--- src/rtl/fsg_pkg.sv ---
package fsg_pkg;
    // width of every length field and step counter
    localparam int unsigned LEN_W = 11;

    typedef enum logic [1:0] {
        ST_IDLE = 2'd0,
        ST_HOLD = 2'd1,
        ST_PH0  = 2'd2,
        ST_PH1  = 2'd3
    } step_e;

    typedef struct packed {
        step_e            st;
        logic [LEN_W-1:0] cnt;
    } seq_t;
endpackage

--- src/rtl/fsg_edge_sync.sv ---
module fsg_edge_sync #(
    parameter int unsigned STAGES = 2
) (
    input  logic clk,
    input  logic rst_n,
    input  logic din,
    input  logic fall_sel,
    output logic pulse
);
    localparam int unsigned MSB = STAGES - 1;

    typedef struct packed {
        logic [MSB:0] sh;
        logic         prev;
    } sync_t;

    sync_t q, d;

    always_comb begin
        d      = q;
        d.sh   = {q.sh[MSB-1:0], din};
        d.prev = q.sh[MSB];
    end

    always_ff @(posedge clk or negedge rst_n) begin
        if (!rst_n) q <= '0;
        else        q <= d;
    end

    assign pulse = fall_sel ? (q.prev & ~q.sh[MSB]) : (~q.prev & q.sh[MSB]);

    // a detected edge lasts a single clock
    one_shot_chk: assert property (@(posedge clk) disable iff (!rst_n)
        pulse |=> (!pulse || $changed(fall_sel)));
endmodule

--- src/rtl/fsg_phase_seq.sv ---
module fsg_phase_seq
    import fsg_pkg::*;
(
    input  logic             clk,
    input  logic             rst_n,
    input  logic             en,
    input  logic             vs_pulse,
    input  logic             hs_pulse,
    input  logic [LEN_W-1:0] hold_len,
    input  logic [LEN_W-1:0] ph0_len,
    input  logic [LEN_W-1:0] ph1_len,
    output step_e            st
);
    seq_t             q, d;
    logic [LEN_W-1:0] lim;

    always_comb begin
        unique case (q.st)
            ST_HOLD: lim = hold_len;
            ST_PH0:  lim = ph0_len;
            ST_PH1:  lim = ph1_len;
            default: lim = '0;
        endcase
    end

    always_comb begin
        d = q;
        if (q.st == ST_IDLE) begin
            if (vs_pulse) begin
                d.cnt = '0;
                d.st  = (hold_len == '0) ? ST_PH0 : ST_HOLD;
            end
        end else if (q.cnt == lim) begin
            d.cnt = '0;
            unique case (q.st)
                ST_HOLD: d.st = ST_PH0;
                ST_PH0:  d.st = ST_PH1;
                default: d.st = ST_IDLE;
            endcase
        end else if (hs_pulse) begin
            d.cnt = q.cnt + 1'b1;
        end
        if (!en) begin
            d.st  = ST_IDLE;
            d.cnt = '0;
        end
    end

    always_ff @(posedge clk or negedge rst_n) begin
        if (!rst_n) q <= '{st: ST_IDLE, cnt: '0};
        else        q <= d;
    end

    assign st = q.st;


    en_off_idle_chk: assert property (@(posedge clk) disable iff (!rst_n)
        !en |=> (q.st == ST_IDLE));

    hold_entry_chk: assert property (@(posedge clk) disable iff (!rst_n)
        $rose(q.st == ST_HOLD) |-> $past(q.st == ST_IDLE));

    ph1_order_chk: assert property (@(posedge clk) disable iff (!rst_n)
        $rose(q.st == ST_PH1) |-> $past(q.st == ST_PH0));

    busy_ignore_vs_chk: assert property (@(posedge clk) disable iff (!rst_n)
        (vs_pulse && en && q.st == ST_PH0 && q.cnt != ph0_len) |=> (q.st == ST_PH0));
endmodule

--- src/rtl/fsync_pulse_gen.sv ---
module fsync_pulse_gen
    import fsg_pkg::*;
(
    input  logic             clk,
    input  logic             rst_n,
    input  logic             gen_en,
    input  logic             vs_rise_sel,
    input  logic             hs_invert,
    input  logic             lvl_hold,
    input  logic             lvl_ph0,
    input  logic             lvl_ph1,
    input  logic [LEN_W-1:0] hold_time,
    input  logic [LEN_W-1:0] ph0_time,
    input  logic [LEN_W-1:0] ph1_time,
    input  logic             vsync_in,
    input  logic             hsync_in,
    output logic             fsync_out
);
    localparam logic [LEN_W-1:0] ONE = {{(LEN_W-1){1'b0}}, 1'b1};

    logic             vs_edge, hs_edge;
    logic [LEN_W-1:0] hold_eff;
    step_e            st;

    fsg_edge_sync #(.STAGES(2)) u_vs (
        .clk(clk), .rst_n(rst_n), .din(vsync_in),
        .fall_sel(~vs_rise_sel), .pulse(vs_edge)
    );

    fsg_edge_sync #(.STAGES(2)) u_hs (
        .clk(clk), .rst_n(rst_n), .din(hsync_in),
        .fall_sel(hs_invert), .pulse(hs_edge)
    );

    // normal polarity loses one period; zero saturates instead of wrapping
    always_comb begin
        if (hs_invert)              hold_eff = hold_time;
        else if (hold_time == '0)   hold_eff = '0;
        else                        hold_eff = hold_time - ONE;
    end

    fsg_phase_seq u_seq (
        .clk(clk), .rst_n(rst_n), .en(gen_en),
        .vs_pulse(vs_edge), .hs_pulse(hs_edge),
        .hold_len(hold_eff), .ph0_len(ph0_time), .ph1_len(ph1_time),
        .st(st)
    );

    always_comb begin
        unique case (st)
            ST_PH0:  fsync_out = lvl_ph0;
            ST_PH1:  fsync_out = lvl_ph1;
            default: fsync_out = lvl_hold;
        endcase
    end
endmodule

--- config.mk ---
export PLATFORM = sky130hd
export DESIGN_NAME = fsync_pulse_gen
export DESIGN_NICKNAME = d
export VERILOG_FILES = /design/src/rtl/fsg_pkg.sv /design/src/rtl/fsg_edge_sync.sv /design/src/rtl/fsg_phase_seq.sv /design/src/rtl/fsync_pulse_gen.sv
export SDC_FILE = /design/constraint.sdc
export NUM_CORES = 1
export LEC_CHECK = 0
export BUFFER_PORTS_ARGS = -buffer_cell sky130_fd_sc_hd__buf_2
export CAP_MARGIN = 20
export CORE_MARGIN = 3
export CORE_UTILIZATION = 40
export CTS_CLUSTER_SIZE = 12
export DETAILED_ROUTE_END_ITERATION = 16
export GPL_TIMING_DRIVEN = 1
export MAX_ROUTING_LAYER = met4
export PLACE_DENSITY_LB_ADDON = 0.05
export SYNTH_ARGS = -nofsm -noshare
export SYNTH_HDL_FRONTEND = slang
export SYNTH_SLANG_ARGS = --single-unit
--- constraint.sdc ---
create_clock -name clk -period 3.2 [get_ports clk]
set_input_delay 0.32 -clock clk [delete_from_list [all_inputs] [get_ports clk]]
set_output_delay 0.32 -clock clk [all_outputs]
set_load 0.01 [all_outputs]
# After elaboration in Yosys (flattened, before gate mapping)
# Index checks and enable logic that the tools add are counted.
# totals
reg_bits	19
in_bits	43
output_inout_bits	1
word_cells	42
# op_classes
n_addsub	2
n_eq_ne	7
n_mux	14
bitwise_logic	8
n_reduce_logical	5
# op_table
operator	n
$mux 11	4
$mux 13	3
$pmux 11 s3	1
$logic_not 11->1	2
$add 11x1->11 const B	1
$eq 11x11->1	1
$sub 11x1->11 const B	1
$and 1x1->1	4
$eq 2x2->1 const B	2
$mux 2	2
$ne 4x1->1 const B	1
$not 1->1	4
$pmux 2 s2	1
$reduce_and 2->1	2
$ne 3x1->1 const B	1
$ne 3x2->1 const B	1
$eq 2x1->1 const B	1
$logic_not 2->1	1
$mux 1	2
$pmux 1 s2	1

# Longest topological paths before layout
# logic_depth
word_depth	8
ltp_mapped	12
ltp_nobuf	11

# Modules after synthesis
# A second synthesis with hierarchy kept.
# hier_totals
hier_cells	253
area_unflattened_um2	2037.0
# modules_own_cells
mod	instances	cells_per_inst	area_each_um2	seq_area_each_um2
fsg_phase_seq	1	186	1481.4	325.3
fsync_pulse_gen	1	55	360.3	0.0
fsg_edge_sync	2	6	97.6	75.1

# Worst setup path before layout
# Ideal clock, no wire load.
# synth_path
path_kind	input -> register
start	in hold_time[1]
end	reg u_seq.q, in the netlist u_seq.st[1]
setup_time_ps	79
arrival_ps	2942
path_slack_ps	179
stages	11
n_path_buf	1
cell_sequence	inv_1 ha_1 or4b_1 buf_6 o311ai_1 a311oi_1 or4_4 a2111oi_4 a41oi_4 nor2_4 mux2i_1
# synth_via
elab_chain_len	8
elab_cells_between_ends	13
# synth_lines
element	line	rtl
start: declaration	fsync_pulse_gen.sv:12	input logic [LEN_W-1:0] hold_time,
$sub 11x1->11 / $logic_not 11->1 (equally long branches)	fsync_pulse_gen.sv:39, fsync_pulse_gen.sv:38	
$mux 11	fsync_pulse_gen.sv:38	else if (hold_time == '0) hold_eff = '0;
$mux 11 *	fsync_pulse_gen.sv:37	if (hs_invert) hold_eff = hold_time;
branches (longest 5 deep; another with $pmux 11 s3)	n/a	
end signal: assignment	fsg_phase_seq.sv:50	if (!rst_n) q <= '{st: ST_IDLE, cnt: '0};
end: declaration	fsg_phase_seq.sv:14	seq_t q, d;
# Every way passes the cells marked *. The select of a mux whose other input is x is not followed.
# A chain may end at the register's enable or synchronous reset.

# Final worst setup path
# layout_path
start	in hold_time[1]
end	reg u_seq.q[9] (netlist name)
# layout_via
elab_chain_len	8
elab_cells_between_ends	11
# layout_lines
element	line	rtl
$sub 11x1->11 / $logic_not 11->1 (equally long branches)	fsync_pulse_gen.sv:39, fsync_pulse_gen.sv:38	
$mux 11	fsync_pulse_gen.sv:38	
$mux 11 *	fsync_pulse_gen.sv:37	
$pmux 11 s3 *	fsg_phase_seq.sv:18	unique case (q.st)
$eq 11x11->1 *	fsg_phase_seq.sv:33	end else if (q.cnt == lim) begin
$mux 11	fsg_phase_seq.sv:33	
$mux 13	fsg_phase_seq.sv:28	if (q.st == ST_IDLE) begin
$mux 13	fsg_phase_seq.sv:43	if (!en) begin
# Every way passes the cells marked *; elsewhere a longest branch is shown, timed or not.

==> impl_metrics.ini <==
[sta]
tns_ns = 0
max_freq_mhz = 331
period_minus_slack_ns = 3.03
tightest_slew_ns = 0.477
slew_headroom_pct = 68.0
setup_violations = 0
rsz0062_at_grt = no
period_share_pct = 94.5
drv_slew = 0
finalClockSkew_ns = 0.00100
fin_hold_ws_ns = -0.00594
finalHoldViolCount = 17

[clock_network]
h-tree-depth = 1
clk_pin_slew_worst_paths_ns = 0.06
root_buffer = clkbuf_8
numCtsBuffers = 3
cts.sinks = 19
clock_latency_ns = 0.25
cts_buffer_depth = 2
cts_tree = built

[finish]
fin_nets = 293
diodes = 0
area_growth_pct = 21.9
seq_area_um2 = 475
fin_area_um2 = 2110
multi_input_area_um2 = 1170
fill_cells = 408
instances_no_fill = 292
layout-drive-gt1-share_pct = 30.2
utilization_pct = 51.7

[global_route]
grt_use_met3_pct = 4.35
antenna_found_initial = 0
grt_remaining_overflow = 0
met2_usage_pct = 30.6
use_met1_pct = 23.7
grt-busiest-layer = met2
grt_pass1_wl_mm = 7.45
grt_max_degree = 20
grt_usage_pct = 18.4
grt_pass1_vias = 1630

[setup_path]
end_kind = flop
slowest_stage = or4b_1
crit_buf_inv = 3
worstPathArrival_ns = 3.16
startpoint_type = input port
cp_cell_sequence = buf_2 -> inv_1 -> ha_1 -> or4b_1 -> o311ai_1 -> a311oi_1 -> or4_4 -> a2111oi_4 -> a41oi_4 -> nor2_4 -> buf_12 -> nor2_1
critPathTopFamily = simple AND/OR/NAND/NOR gates
critical_path_class = in -> reg
worstPathRequired_ns = 3.34
max_stage_delay_ns = 0.59
reg2reg_slack_ns = 0.25
critPathMaxFanout = 9

[synth]
ys_ff_latch = 19
synth_top_area_share_pct = 27.4
yosys.area.top_type = dfrtp_1
synth_common_cells = nor2_1, dfrtp_1, xnor2_1, o21ai_0, xor2_1
ys_warn_count = 0
synthFlopType = dfrtp_1
yosysUniqueCellTypes = 56
ys_seq_area_share_pct = 27.4
yosys-top-cells-area = dfrtp_1, xnor2_1, ha_1, nor2_1, xor2_1
synth_edf_count = 0
async_flop_share_pct = 100
syn_area_um2 = 1730
synth.avg_cell_area_um2 = 9.08
syn_nets = 241
syn-instance-count = 191
yosysMostFrequentCell = nor2_1

[floorplanning]
ios = 44
die_y_um = 71.8
die_w_um = 71.8
initial_core_util_pct = 42.4
die_area_um2 = 5160
rows = 23
core_area_um2 = 4090

[pwr]
p_switching_uw = 422
leakage_nw = 0.871
finalPower_mw = 1.06
power.density_nw_per_um2 = 501
p_int_uw = 636
sw_frac_of_total_pct = 39.9
p_comb_share_pct = 59.2
p_seq_share_pct = 25.8
power_frac_clock_pct = 15.0
peakVddDrop_mv = 0.232

[route]
totalWireLength_mm = 4.38
ant_nets = 0
drt_iter0_drc = 118
wl_per_cell_um = 15.0
drc_errors = 0
num_vias = 1664
dr.pass1.iters = 5
via_per_inst = 5.70

[status]
status = complete, but fails checks
violations = hold timing

[place]
placed_area_um2 = 2060
io_buffers = 43
gp_congestion = 0.900
dpl.cell_count = 288
dp_hpwl_mm = 3.62

[worst_hold_path]
worst_hold_path_type = in -> async

[run]
maxCapViolCount = 0
[through the flow]
stage               setup WS, ns  hold WS (ns)
global placement          0.0132         0.271
CTS                        0.161       0.00732
global route              0.0153        0.0213
finish                     0.175      -0.00594
detailed placement       -0.0966         0.278
floorplan                  0.179        0.0244
[power groups by stage]
stage	Clock, mW	Combinational [mW]	Sequential (mW)
2_1_floorplan	0	0.447	0.272
3_3_place_gp	0	0.615	0.276
3_5_place_dp	0	0.624	0.277
4_1_cts	0.165	0.626	0.273
5_1_grt	0.181	0.688	0.275
6_report	0.159	0.627	0.273
[cell usage in the layout (no fill, tap or decap), drive strengths merged, types with 6 or more instances in the layout]
master,synthesis,routed
a21oi,6,6
a22oi,7,7
buf,4,57
dfrtp,19,19
ha,7,7
inv,7,7
nand2,7,7
nand3,7,7
nor2,22,22
o21ai,8,8
xnor2,11,11
xor2,8,8
[repair_timing]
item / CTS / global route
resized for setup: 0 / 2
buffers inserted: 0 / 0
hold buffers: 0 / 0
endpoints found under the setup margin: 0 / 11
[final timing paths]
path,start,endpoint,cells past startpoint
setup reg to reg,u_seq.st[0],u_seq.q[9],11
hold reg to reg,u_hs.d[2],u_hs.d[0],0
max in group asynchronous,rst_n,u_seq.st[0],1
min in group clk,vsync_in,u_vs.d[2],1
hold / removal,rst_n,u_seq.q[7],1
setup / recovery,hold_time[1],u_seq.q[9],12
[logic make-up after synthesis]
kind of cell / Yosys count / share of synthesized area, %
AND/OR/NAND/NOR: 75 / 24.5
AO/OA/AOI/OAI: 50 / 25.5
XOR/XNOR: 19 / 9.60
flip-flops: 19 / 27.4
buffers and inverters: 17 / 5.41
adder cells (fa/ha/maj): 7 / 5.05
multiplexers: 4 / 2.45
[flip-flops by register name, summed over array words and instances (netlist names)]
name,cells
u_vs.d,2
u_seq.st,2
u_seq.q,11
u_hs.q,1
u_hs.d,2
u_vs.q,1
[worst register-to-register path: cells and delay by family, from the launching register on]
kind	cells	cell delay, ns
adder cells (fa/ha/maj)	1	0.39
buffers and inverters	1	0.14
flip-flops	1	0.42
AO/OA/AOI/OAI	5	1.07
AND/OR/NAND/NOR	4	0.82
[layout make-up]
| class | instances | area share, % |
|---|---|---|
| Inverter | 7 | 1.24 |
| Clock buffer | 4 | 2.13 |
| Sequential cell | 19 | 22.5 |
| Multi-Input combinational cell | 155 | 55.4 |
| Timing Repair Buffer | 57 | 15.7 |
| Tap cell | 50 | 2.96 |
[routing by layer]
metal	up-vias	part of all wire, %
met1	765	45
li1	830	-
met5	-	0
met3	2	6.9
met4	0	0.14
met2	67	48
No activity file was read; power rests on OpenSTA's default activity.
